File: config.mk
export PLATFORM = sky130hd
export DESIGN_NAME = sig_status_unit
export DESIGN_NICKNAME = d
export VERILOG_FILES = /design/src/rtl/sig_status_pkg.sv /design/src/rtl/sig_status_ctrl.sv /design/src/rtl/sig_status_dp.sv /design/src/rtl/sig_status_unit.sv
export SDC_FILE = /design/constraint.sdc
export NUM_CORES = 1
export LEC_CHECK = 0
export ABC_AREA = 1
export BUFFER_PORTS_ARGS = -buffer_cell sky130_fd_sc_hd__buf_4
export CORE_MARGIN = 4
export CORE_UTILIZATION = 47
export CTS_CLUSTER_DIAMETER = 120
export DETAILED_ROUTE_END_ITERATION = 10
export PLACE_DENSITY = 0.87
export SLEW_MARGIN = 20
export SYNTH_ARGS = -nofsm -noshare
export SYNTH_HDL_FRONTEND = slang
export SYNTH_SLANG_ARGS = --single-unit
File: constraint.sdc
create_clock -name clk -period 1.7 [get_ports clk]
set_input_delay 0.085 -clock clk [delete_from_list [all_inputs] [get_ports clk]]
set_output_delay 0.085 -clock clk [all_outputs]
set_load 0.02 [all_outputs]
File: src/rtl/sig_status_pkg.sv
package sig_status_pkg;
  localparam int STAT_W    = 16;
  localparam int BIT_IRQ   = 15;
  localparam int BIT_TONE  = 13;
  localparam int BIT_QUAD  = 12;
  localparam int BIT_CTCSS = 11;
  localparam int BIT_DCS   = 10;
  localparam int BIT_ADCHI = 9;
  localparam int BIT_ADCLO = 8;
  localparam int BIT_EOB   = 7;
  localparam int BIT_XFER  = 6;
  localparam int BIT_CRC   = 5;
  localparam int BIT_R2400 = 4;
  localparam int BIT_R1200 = 3;
  localparam int BIT_PROG  = 0;
  localparam logic [STAT_W-1:0] RSVD_MASK = 16'h4006;

  typedef struct packed {
    logic [STAT_W-1:0] setVec;  // bits set by events this cycle
    logic              rdClr;   // clear bits 15..1
    logic              progClr; // clear bit 0
    logic              crcLoad; // load CRC bit
    logic              crcVal;  // value to load
  } statStb_t;
endpackage

File: src/rtl/sig_status_ctrl.sv
module sig_status_ctrl
  import sig_status_pkg::*;
#(
  parameter int ADC_W = 8
) (
  input  logic             pwrEn,
  input  logic             txMode,
  input  logic             statRdStb,
  input  logic             progWrStb,
  input  logic             toneEvt,
  input  logic             fourToneEvt,
  input  logic             ctcssEvt,
  input  logic             dcsEvt,
  input  logic             ffskXferEvt,
  input  logic             blockEndEvt,
  input  logic             crcErr,
  input  logic             rate2400Evt,
  input  logic             rate1200Evt,
  input  logic             progReqEvt,
  input  logic             adcValid,
  input  logic [ADC_W-1:0] adcSample,
  input  logic [ADC_W-1:0] adcHighThr,
  input  logic [ADC_W-1:0] adcLowThr,
  output statStb_t         stb
);
  logic rxBlockEnd;
  logic [STAT_W-1:0] rawSet;

  assign rxBlockEnd = blockEndEvt && !txMode;

  always_comb begin
    rawSet = '0;
    rawSet[BIT_TONE]  = toneEvt  && !txMode;
    rawSet[BIT_CTCSS] = ctcssEvt && !txMode;
    rawSet[BIT_DCS]   = dcsEvt   && !txMode;
    rawSet[BIT_QUAD]  = fourToneEvt;
    rawSet[BIT_ADCHI] = adcValid && (adcSample > adcHighThr);
    rawSet[BIT_ADCLO] = adcValid && (adcSample < adcLowThr);
    rawSet[BIT_EOB]   = rxBlockEnd;
    rawSet[BIT_XFER]  = ffskXferEvt || rxBlockEnd;
    rawSet[BIT_R2400] = rate2400Evt;
    rawSet[BIT_R1200] = rate1200Evt;
    rawSet[BIT_PROG]  = progReqEvt;
  end

  always_comb begin
    stb.setVec  = pwrEn ? (rawSet & ~RSVD_MASK) : '0;
    stb.rdClr   = pwrEn && statRdStb;
    stb.progClr = pwrEn && progWrStb;
    stb.crcLoad = pwrEn && rxBlockEnd;
    stb.crcVal  = crcErr;
  end
endmodule

File: src/rtl/sig_status_dp.sv
module sig_status_dp
  import sig_status_pkg::*;
(
  input  logic              clk,
  input  logic              rstN,
  input  logic              pwrEn,
  input  logic              maskWrStb,
  input  logic [STAT_W-1:0] maskWrData,
  input  statStb_t          stb,
  output logic [STAT_W-1:0] statRdData,
  output logic              irqN
);
  logic [STAT_W-1:0] statReg, statNxt, maskReg;
  logic irqTrig;

  always_comb begin
    irqTrig = (|(stb.setVec & maskReg)) ||
              (stb.crcLoad && stb.crcVal && maskReg[BIT_CRC]);
    statNxt = statReg;
    if (stb.rdClr)   statNxt[STAT_W-1:1] = '0;
    if (stb.progClr) statNxt[BIT_PROG] = 1'b0;
    statNxt = statNxt | stb.setVec;
    if (stb.crcLoad) statNxt[BIT_CRC] = stb.crcVal;
    if (irqTrig)     statNxt[BIT_IRQ] = 1'b1;
    statNxt = statNxt & ~RSVD_MASK;
  end

  always_ff @(posedge clk or negedge rstN) begin
    if (!rstN) begin
      statReg <= '0;
      maskReg <= '0;
    end else begin
      statReg <= statNxt;
      if (maskWrStb) maskReg <= maskWrData;
    end
  end

  assign statRdData = pwrEn ? statReg : '0;
  assign irqN = !(pwrEn && statReg[BIT_IRQ] && maskReg[BIT_IRQ]);


  prog_keep_chk: assert property (@(posedge clk) disable iff (!rstN)
    (stb.rdClr && !stb.progClr && statReg[BIT_PROG]) |=> statReg[BIT_PROG]);


  rd_clear_chk: assert property (@(posedge clk) disable iff (!rstN)
    (stb.rdClr && stb.setVec == '0 && !stb.crcLoad) |=> statReg[STAT_W-1:1] == '0);


  pwr_hold_chk: assert property (@(posedge clk) disable iff (!rstN)
    !pwrEn |=> $stable(statReg));


  blk_end_chk: assert property (@(posedge clk) disable iff (!rstN)
    stb.setVec[BIT_EOB] |=> (statReg[BIT_EOB] && statReg[BIT_XFER]));


  mask_load_chk: assert property (@(posedge clk) disable iff (!rstN)
    maskWrStb |=> maskReg == $past(maskWrData));


  irq_cause_chk: assert property (@(posedge clk) disable iff (!rstN)
    $rose(statReg[BIT_IRQ]) |-> $past(irqTrig));
endmodule

File: src/rtl/sig_status_unit.sv
module sig_status_unit
  import sig_status_pkg::*;
#(
  parameter int ADC_W = 8
) (
  input  logic             clk,
  input  logic             rstN,
  input  logic             pwrEn,
  input  logic             txMode,
  input  logic             statRdStb,
  input  logic             progWrStb,
  input  logic             maskWrStb,
  input  logic [15:0]      maskWrData,
  input  logic             toneEvt,
  input  logic             fourToneEvt,
  input  logic             ctcssEvt,
  input  logic             dcsEvt,
  input  logic             ffskXferEvt,
  input  logic             blockEndEvt,
  input  logic             crcErr,
  input  logic             rate2400Evt,
  input  logic             rate1200Evt,
  input  logic             progReqEvt,
  input  logic             adcValid,
  input  logic [ADC_W-1:0] adcSample,
  input  logic [ADC_W-1:0] adcHighThr,
  input  logic [ADC_W-1:0] adcLowThr,
  output logic [15:0]      statRdData,
  output logic             irqN
);
  statStb_t stb;

  sig_status_ctrl #(.ADC_W(ADC_W)) u_ctrl (
    .pwrEn(pwrEn), .txMode(txMode), .statRdStb(statRdStb), .progWrStb(progWrStb),
    .toneEvt(toneEvt), .fourToneEvt(fourToneEvt), .ctcssEvt(ctcssEvt), .dcsEvt(dcsEvt),
    .ffskXferEvt(ffskXferEvt), .blockEndEvt(blockEndEvt), .crcErr(crcErr),
    .rate2400Evt(rate2400Evt), .rate1200Evt(rate1200Evt), .progReqEvt(progReqEvt),
    .adcValid(adcValid), .adcSample(adcSample), .adcHighThr(adcHighThr),
    .adcLowThr(adcLowThr), .stb(stb)
  );

  sig_status_dp u_dp (
    .clk(clk), .rstN(rstN), .pwrEn(pwrEn), .maskWrStb(maskWrStb),
    .maskWrData(maskWrData), .stb(stb), .statRdData(statRdData), .irqN(irqN)
  );
endmodule

==> summary.md, run 1 <==
| Metric | Value |
|---|---|
| Worst Skew | `13.18 ps` |
| Crit path DAT | `1040 ps` |
| Critical path class | `reg -> out` |
| Hold Startpoint | `fourToneEvt` |
| Placeable Area | `0.003390 mm²` |
| Sw frac | `30.32%` |
| Initial antenna violation count | `0` |
| R2R Path End | `u_dp.statReg[15]` |
| CTS tree | `yes` |
| WL final | `4.250 mm` |
| DR iter-0 viols | `82` |
| Post-CTS Resized | `0` |
| Die Area | `0.004593 mm²` |
| Maximum operating frequency | `886.8 MHz` |
| Initial core utilization | `49.54%` |
| I/O Pins | `75` |
| RSZ-0062 raised after global routing | `false` |
| Post-CTS Hold Buffers | `21` |
| Die width | `67.77 µm` |
| Nets | `362` |
| Deepest clock path buffer count | `2` |
| Tot GR Track Use | `19.76%` |
| Root Driver | `clkbuf_4` |
| Synth warn | `0` |
| Grt total ovfl | `0` |
| Int Power | `1028 µW` |
| P_sw | `447.1 µW` |
| Crit path cell chain | `nand2_1 > inv_1 > nand2_1 > buf_4` |
| Power share of the clock group | `17.6%` |
| Number of global-route vias before repair | `1545` |
| Max-cap violations | `0` |
| Final hold violation count | `0` |
| Critical Path Source Type | `flip-flop` |
| R2r worst-path depth | `6` |
| Status | `finished, final reports clean` |
| VDD IR max | `0.0004810 V` |
| Hold EP | `u_dp.statReg[12]` |
| Post-Place Setup Slack | `420.3 ps` |
| Synth cell types | `24` |
| Sequential fraction of the synthesis area | `38.75%` |
| Hpwl dp | `3.018 mm` |
| Final Critical Period | `1128 ps` |
| Area Growth Syn to Fin | `44.93%` |
| Largest net degree at the start of global routing | `29` |
| Most frequent CP cell | `nand2_1` |
| CP endpoint kind | `output pin` |
| Power per cell area | `606.0 mW/mm²` |
| Port bufs | `68` |
| Final WS setup | `572.4 ps` |
| Largest stage delay, worst path | `370 ps` |
| DRT antenna net count | `0` |
| Setup bufs post-CTS | `0` |
| CP max stage cell | `dfrtp_1` |
| H-tree depth | `1` |
| Synthesis-stage register bit count | `26` |
| Final setup vio count | `0` |
| Final Cycle Share | `66.33%` |
| Worst r2r src | `u_dp.maskReg[10]` |
| DRT Pass-1 Iters | `4` |
| Clk_lat worst skew | `330 ps` |
| Setup TNS Final | `0 ps` |
| Fin. max-slew vios | `0` |
| Hold path depth | `2` |
| Vias | `1581` |
| Proportion of layout cells with a drive suffix above 1 | `32.06%` |
| Sequential power share | `49.3%` |
| Gate power share | `33.1%` |
| Setup slack, reg-to-reg | `630 ps` |
| Clk sink count | `26` |
| Wire per inst | `12.76 µm` |
| Worst path required time | `1620 ps` |
| TritonCTS Buffers | `3` |
| Post-Syn Area | `0.001679 mm²` |
| Site Rows | `21` |
| Syn Inst Count | `200` |
| Vias per inst | `4.748` |
| RePlAce Congestion | `0.8328` |
| Syn_area_per_cell | `8.396 µm²` |
| Die Y | `67.77 µm` |
| Hold WC Path Type | `in -> reg` |
| First-pass GRT wire length | `6.817 mm` |
| Diodes inserted | `0` |
| Pleak | `0.001446 µW` |
| Max FO, Critical Path | `2` |
| CTS clock-pin slew for the worst setup and hold paths | `140 ps` |
| DRC errors left | `0` |
[registers in the layout, summed over array words and instances (netlist names)]
name / count
u_dp.statReg: 13
u_dp.maskReg: 13
[worst max-delay path: cells and delay by family (launching register included)]
family,cells,cell delay (ps)
buf+inv,2,240
flops,1,370
simple gates,2,110
[layout make-up]
cell class,count,area (µm²)
Sequential cell,26,650.6
Inverter,42,157.7
Clock buffer,3,22.52
Multi-Input combinational cell,126,814.5
Tap cell,46,57.56
Timing Repair Buffer,90,730.7
Fill cell,253,955.9
[worst max-delay path by stage]
stage                          start                to  slack, ps  cells past startpoint
finish              u_dp.statReg[15]              irqN        570                      4
global route             ffskXferEvt  u_dp.statReg[15]        500                     10
CTS                 u_dp.statReg[15]              irqN        560                      4
detailed placement             pwrEn  u_dp.statReg[15]        420                     10
global placement               pwrEn  u_dp.statReg[15]        450                     10
floorplan              adcHighThr[7]  u_dp.statReg[15]        670                      9
[power groups by stage]
stage	sequential (µW)	clock, µW	combinational, µW
after global routing	736	277	545
after floorplan	724	0	260
after global placement	734	0	429
final	727	260	488
after detailed placement	738	0	444
after CTS	725	264	484
[layer usage]
| layer | GRT usage (%) | up-vias | part of all wire (%) |
|---|---|---|---|
| met4 | 6.948 | 0 | 1.9 |
| met1 | 24.24 | 719 | 39 |
| met5 | 0 | - | 0 |
| li1 | - | 798 | - |
| met3 | 2.662 | 9 | 6.7 |
| met2 | 35.24 | 55 | 52 |
[cells in the final DEF, fill, tap and decap left out]
cell / count
buf_4: 68
nand2_1: 56
inv_1: 41
dfrtp_1: 26
dlygate4sd3_1: 22
ha_1: 15
mux2_2: 12
nand3_1: 11
a22o_1: 7
a21oi_1: 4
nor2_1: 4
a21o_1: 3
conb_1: 3
clkbuf_4: 3
nand2_2: 2
nand3_2: 2
nand4_1: 2
inv_2: 1
nor2_4: 1
a211oi_2: 1
nand4_2: 1
nor3_2: 1
o21ai_0: 1
[through the flow]
step	hold WS [ps]	util, %	power (µW)	cells	instance area [µm²]
after floorplan	-210.6	-	984.5	202	1687
final	4.446	71.80	1475	333	2434
after global routing	1.051	71.80	1558	333	2434
after global placement	4.332	64.64	1163	308	2191
after detailed placement	6.751	64.64	1181	308	2191
after CTS	1.046	71.50	1474	332	2424
[cells in the mapped netlist]
library cell  count  area share [%]
buf_6             1            0.67
dfrtp_1          26              39
inv_1            41             9.2
nand3_2           2             1.2
nor2_4            1            0.67
nand3_1          11             3.3
nand4_2           1            0.75
buf_2             3            0.89
nand2_1          56              13
o21ai_0           1            0.30
nand4_1           2            0.75
nand2_2           2            0.75
a21oi_1           4             1.2
a21o_1            3             1.3
nor2_1            4            0.89
ha_1             15              11
conb_1            1            0.22
nor3_2            1            0.60
buf_4             3             1.3
buf_8             1            0.89
mux2_2           12             8.0
a22o_1            7             3.7
inv_2             1            0.22
a211oi_2          1            0.75
[cells by family (layout without fill, tap and decap cells)]
group	Yosys count	count (layout)	synth area share, %
and+or+nand+nor	80	80	21.39
buffers and inverters	50	135	13.19
DFF	26	26	38.75
AOI/OAI and AO/OA	16	16	7.228
adders and majority gates	15	15	11.18
muxes	12	12	8.048
other	1	3	0.2233
Power figures use the tool's default switching activity.
==> run 2: changes to the inputs <==
--- a/config.mk
+++ b/config.mk
@@ -5,13 +5,13 @@
 export SDC_FILE = /design/constraint.sdc
 export NUM_CORES = 1
 export LEC_CHECK = 0
-export ABC_AREA = 1
+export ABC_AREA = 0
 export BUFFER_PORTS_ARGS = -buffer_cell sky130_fd_sc_hd__buf_4
 export CORE_MARGIN = 4
-export CORE_UTILIZATION = 47
+export CORE_UTILIZATION = 41
 export CTS_CLUSTER_DIAMETER = 120
 export DETAILED_ROUTE_END_ITERATION = 10
-export PLACE_DENSITY = 0.87
+export PLACE_DENSITY = 0.82
 export SLEW_MARGIN = 20
 export SYNTH_ARGS = -nofsm -noshare
 export SYNTH_HDL_FRONTEND = slang
==> constraint.sdc (replaced) <==
create_clock -name clk -period 0.95 [get_ports clk]
set_input_delay 0.0475 -clock clk [delete_from_list [all_inputs] [get_ports clk]]
set_output_delay 0.0475 -clock clk [all_outputs]
set_load 0.02 [all_outputs]
==> summary.md, run 2 <==
| Metric | Value |
|---|---|
| Crit path cell chain | `a22oi_2 > o211ai_1 > a2bb2oi_1 > o211ai_1` |
| Largest net degree at the start of global routing | `27` |
| Critical Path Source Type | `flip-flop` |
| Hpwl dp | `3.244 mm` |
| Fin. max-slew vios | `0` |
| Synth cell types | `33` |
| Syn Inst Count | `152` |
| First-pass GRT wire length | `6.975 mm` |
| Hold Startpoint | `maskWrData[15]` |
| Max-cap violations | `0` |
| Status | `complete, but fails checks` |
| Reg area | `650.6 µm²` |
| Number of synthesized flops with an enable pin | `0` |
| Synth warn | `0` |
| Pleak | `0.001326 µW` |
| Diodes inserted | `0` |
| Async set or reset register ratio after synthesis | `100.0%` |
| Cell accounting for the most synthesized area | `dfrtp_1` |
| I/O Pins | `75` |
| Vias per inst | `5.097` |
| Proportion of layout cells with a drive suffix above 1 | `58.33%` |
| Crit path launch | `u_dp.maskReg[0]` |
| Root Driver | `clkbuf_8` |
| Worst path required time | `1100 ps` |
| Main synth FF type | `dfrtp_1` |
| Sequential fraction of the synthesis area | `41.60%` |
| Final Critical Period | `1138 ps` |
| Max FO, Critical Path | `2` |
| Power per cell area | `1250 mW/mm²` |
| Wire per inst | `15.97 µm` |
| CP endpoint kind | `flip-flop` |
| Top Registers | `u_dp.maskReg: 13 flops, u_dp.statReg: 13 flops` |
| VDD IR max | `0.001199 V` |
| WL final | `4.791 mm` |
| Crit path buffers/inverters | `0` |
| Commonest non-fill, non-tap cell in the layout | `buf_4` |
| Vias | `1529` |
| Critical path class | `reg -> reg` |
| DR iter-0 viols | `77` |
| Multi-input logic area | `980.9 µm²` |
| DRT Pass-1 Iters | `5` |
| RSZ-0062 raised after global routing | `true` |
| Site Rows | `22` |
| RePlAce Congestion | `0.7983` |
| Post-synth top cells | `dfrtp_1, inv_1, ha_1` |
| Largest stage delay, worst path | `400 ps` |
| Number of global-route vias before repair | `1543` |
| Hold WC Path Type | `in -> reg` |
| Worst r2r src | `u_dp.maskReg[0]` |
| Die Y | `69.76 µm` |
| Layout Utilization | `74.71%` |
| Area post-placement | `0.002242 mm²` |
| Final WS setup | `-187.7 ps` |
| Initial antenna violation count | `0` |
| Placeable Area | `0.003661 mm²` |
| Highest-count cells in the layout ignoring fill and taps | `buf_4, dfrtp_1, buf_6, and2_4` |
| Area Growth Syn to Fin | `74.88%` |
| Initial core utilization | `42.72%` |
| Maximum operating frequency | `879.0 MHz` |
| Die Area | `0.004866 mm²` |
| CTS tree | `yes` |
| Post-Place Setup Slack | `-351.7 ps` |
| Final Cycle Share | `119.8%` |
| Syn_area_per_cell | `10.29 µm²` |
| Most frequent cell after synthesis | `dfrtp_1` |
| Final setup vio count | `17` |
| TritonCTS Buffers | `3` |
| Nets | `326` |
| Finished Cell Area | `0.002735 mm²` |
| Delay-heaviest family, CP | `compound AO/OA/AOI/OAI gates` |
| Die width | `69.76 µm` |
| Hold Slack | `1.467 ps` |
| Failing checks | `setup timing` |
| Post-Syn Area | `0.001564 mm²` |
| Most frequent CP cell | `o211ai_1` |
| Tot GR Track Use | `17.66%` |
| CP max stage cell | `dfrtp_1` |
| DRC errors left | `0` |
| Clk sink count | `26` |
| CTS clock-pin slew for the worst setup and hold paths | `90 ps` |
| Grt total ovfl | `0` |
| Top post-synthesis cells by area | `dfrtp_1, ha_1, mux2_2` |
| Synthesis-stage register bit count | `26` |
| Crit path DAT | `1290 ps` |
| Worst Skew | `1.163 ps` |
| H-tree depth | `1` |
| Fillers | `240` |
| Clk_lat worst skew | `270 ps` |
| Deepest clock path buffer count | `2` |
| Post-synth top area share | `41.60%` |
| Port bufs | `68` |
| Final hold violation count | `0` |
| DRT antenna net count | `0` |
[run 2: cell types whose count changed after synthesis, sizes merged, moves of 4 or more]
| cell | previous run | this run |
|---|---|---|
| and2 | 0 | 13 |
| inv | 42 | 17 |
| nand2 | 58 | 13 |
| nand3 | 13 | 0 |
| o21ai | 1 | 5 |
[run 2: through the flow]
stage                     total power, µW  TNS (ps)  cells
after floorplan                      1764    -261.3    154
final                                3420    -887.5    300
after detailed placement             2178     -1007    270
after global placement               2147    -913.4    270
after global routing                 3572     -1326    300
after CTS                            3269    -698.2    290
[run 2: worst reg2reg max path: cells and delay by family (launching register included)]
kind	cells	cell delay, ps
compound gates	4	610
flops	1	400
[run 2: report_power, final]
part	switching (µW)	internal [µW]	total (µW)
Clock	348	564	913
Combinational	475	717	1190
Sequential	85.2	1230	1320
Total	909	2510	3420
[run 2: cell families (layout without fill, tap and decap cells)]
family / after synthesis / count (layout) / share of synthesized area (%)
other: 1 / 3 / 0.2398
AOI/OAI and AO/OA: 35 / 35 / 16.32
adders and majority gates: 15 / 15 / 12.00
and+or+nand+nor: 38 / 38 / 13.92
muxes: 12 / 12 / 8.640
DFF: 26 / 26 / 41.60
buffers and inverters: 25 / 123 / 7.279
[run 2: final cells by class]
class,count,share of cell area (%)
multi-input cells,103,35.86
repair buffers,102,32.20
flip-flops and latches,26,23.79
inverters,17,3.339
well taps,48,2.196
clock buffers,3,1.510
clock inverters,1,1.098
[run 2: worst paths after layout]
check	slack (ps)	to	cells after the start
max	-190	u_dp.statReg[15]	4
min	1	u_dp.maskReg[15]	2
max reg2reg	-190	u_dp.statReg[15]	4
min reg2reg	520	u_dp.maskReg[10]	1
max in group asynchronous	470	u_dp.maskReg[0]	2
min in group asynchronous	230	u_dp.statReg[0]	2
[run 2: what timing repair did]
action	4_1_cts	5_1_grt
hold buffers	7	3
setup buffers	9	7
endpoints found under the setup margin	17	17
endpoints found under the hold margin	32	3
pin swaps	7	19
gates resized for setup	31	21
[run 2: routing by layer]
layer  global-route usage (%)  share of wire [%]  wire length (µm)
met1                    20.85                 40              1934
met2                    32.00                 55              2650
met3                    2.319                3.2               155
met4                    7.021                1.0                50
met5                        0                  0                 0
==> run 3: changes to the inputs <==
--- a/config.mk
+++ b/config.mk
@@ -8,10 +8,10 @@
 export ABC_AREA = 0
 export BUFFER_PORTS_ARGS = -buffer_cell sky130_fd_sc_hd__buf_4
 export CORE_MARGIN = 4
-export CORE_UTILIZATION = 41
+export CORE_UTILIZATION = 47
 export CTS_CLUSTER_DIAMETER = 120
 export DETAILED_ROUTE_END_ITERATION = 10
-export PLACE_DENSITY = 0.82
+export PLACE_DENSITY = 0.88
 export SLEW_MARGIN = 20
 export SYNTH_ARGS = -nofsm -noshare
 export SYNTH_HDL_FRONTEND = slang
==> constraint.sdc (replaced) <==
create_clock -name clk -period 1.4 [get_ports clk]
set_input_delay 0.07 -clock clk [delete_from_list [all_inputs] [get_ports clk]]
set_output_delay 0.07 -clock clk [all_outputs]
set_load 0.02 [all_outputs]
==> summary.md, run 3 (same netlist as run 2, synthesis figures left out) <==
| Metric | Value |
|---|---|
| Hold path depth | `2` |
| Wire per inst | `16.01 µm` |
| Deepest clock path buffer count | `2` |
| Site Rows | `20` |
| R2R Path End | `u_dp.statReg[15]` |
| Pleak | `0.001197 µW` |
| Crit path DAT | `1430 ps` |
| Power per cell area | `781.1 mW/mm²` |
| Setup slack, reg-to-reg | `150 ps` |
| Worst path required time | `1580 ps` |
| Hold Slack | `34.86 ps` |
| Proportion of layout cells with a drive suffix above 1 | `36.63%` |
| Setup TNS Final | `0 ps` |
| RePlAce Congestion | `0.8416` |
| Final hold violation count | `0` |
| DRT antenna net count | `0` |
| Commonest non-fill, non-tap cell in the layout | `buf_4` |
| First-pass GRT wire length | `7.893 mm` |
| Grt total ovfl | `0` |
| Root Driver | `clkbuf_4` |
| Critical Path Source Type | `flip-flop` |
| Top Registers | `u_dp.maskReg: 13 flops, u_dp.statReg: 13 flops` |
| Initial antenna violation count | `0` |
| Die Y | `65.69 µm` |
| Final setup vio count | `0` |
| Final Critical Period | `1248 ps` |
| Highest-count cells in the layout ignoring fill and taps | `buf_4, dfrtp_1, dlygate4sd3_1, inv_1, ha_1` |
| Max-cap violations | `0` |
| TritonCTS Buffers | `3` |
| Layout Utilization | `75.64%` |
| Initial core utilization | `50.00%` |
| RSZ-0062 raised after global routing | `false` |
| Max FO, Critical Path | `4` |
| Hold WC Path Type | `in -> reg` |
| Status | `finished, final reports clean` |
| Port bufs | `68` |
| Vias per inst | `5.324` |
| WL final | `4.595 mm` |
| Hold EP | `u_dp.statReg[5]` |
| Hold Startpoint | `crcErr` |
| Post-CTS Resized | `0` |
| DRT Pass-1 Iters | `4` |
| Final Cycle Share | `89.13%` |
| Critical path class | `reg -> reg` |
| DRC errors left | `0` |
| Maximum operating frequency | `801.4 MHz` |
| I/O Pins | `75` |
| Area Growth Syn to Fin | `51.28%` |
| Largest net degree at the start of global routing | `27` |
| Tot GR Track Use | `23.50%` |
| Clk_lat worst skew | `310 ps` |
| Vias | `1528` |
| Diodes inserted | `0` |
| DR iter-0 viols | `107` |
| Die Area | `0.004315 mm²` |
| Fin. max-slew vios | `0` |
| Number of global-route vias before repair | `1685` |
| Placeable Area | `0.003128 mm²` |
| Nets | `317` |
| CTS tree | `yes` |
| Hpwl dp | `3.200 mm` |
| Fillers | `200` |
| CTS clock-pin slew for the worst setup and hold paths | `130 ps` |
| Clk sink count | `26` |
| VDD IR max | `0.0007016 V` |
| Worst Skew | `4.199 ps` |
| CP endpoint kind | `flip-flop` |
| H-tree depth | `1` |
| Worst r2r src | `u_dp.maskReg[8]` |
| Die width | `65.69 µm` |
| R2r worst-path depth | `4` |
-- run 3: changes by cell type in the layout (fill, tap and decap cells not counted), sizes merged --
| cell | previous run | this run |
|---|---|---|
| dlygate4sd3 | 10 | 22 |
| bufinv | 1 | 0 |
| buf | 92 | 71 |
| clkinv | 1 | 0 |
| inv | 16 | 17 |
| clkbuf | 3 | 4 |
-- run 3: stage by stage --
| step | worst slack, ps | power (µW) | std cells | instance area [µm²] |
|---|---|---|---|---|
| floorplan | 224.4 | 1173 | 154 | 1572 |
| global placement | 40.77 | 1408 | 261 | 2110 |
| detailed placement | -8.401 | 1429 | 261 | 2110 |
| CTS | 204.3 | 1840 | 287 | 2366 |
| global route | 108.1 | 1960 | 287 | 2366 |
| finish | 152.2 | 1848 | 287 | 2366 |
-- run 3: routing by layer --
layer	routed length, µm	GRT usage (%)	vias to the layer above
met3	269	4.786	10
met2	2496	42.43	69
met5	0	0	-
met4	98	6.477	0
met1	1729	27.92	731
li1	-	-	718
-- run 3: report_power, final --
part	switching [µW]	internal, µW
Clock	203	159
Sequential	54.6	835
Combinational	265	332
-- run 3: worst max-delay path by stage --
stage	to	slack, ps	from	cells after the start
5_1_grt	u_dp.statReg[15]	110	u_dp.maskReg[5]	4
2_1_floorplan	u_dp.statReg[15]	220	adcLowThr[3]	6
6_report	u_dp.statReg[15]	150	u_dp.maskReg[8]	4
4_1_cts	irqN	200	u_dp.statReg[15]	3
3_5_place_dp	u_dp.statReg[15]	-8	adcSample[3]	6
3_3_place_gp	u_dp.statReg[15]	40	adcSample[3]	6
-- run 3: final cells by class --
type                    count  area [µm²]  area share [%]
well taps                  44       55.05           2.327
repair buffers             93       753.2           31.83
inverters                  17       63.81           2.697
clock buffers               4       36.28           1.534
multi-input cells         103       807.0           34.11
flip-flops and latches     26       650.6           27.50
-- run 3: what timing repair did --
item,in CTS,in global routing
buffers inserted,0,0
endpoints found under the hold margin,47,0
hold buffers,22,0
-- run 3: critical path, stage by stage, from the launching register on --
cell and delay, ps:
dfrtp_1 450, a32oi_1 200, nand2_1 80, a311oi_1 240, o211ai_1 160
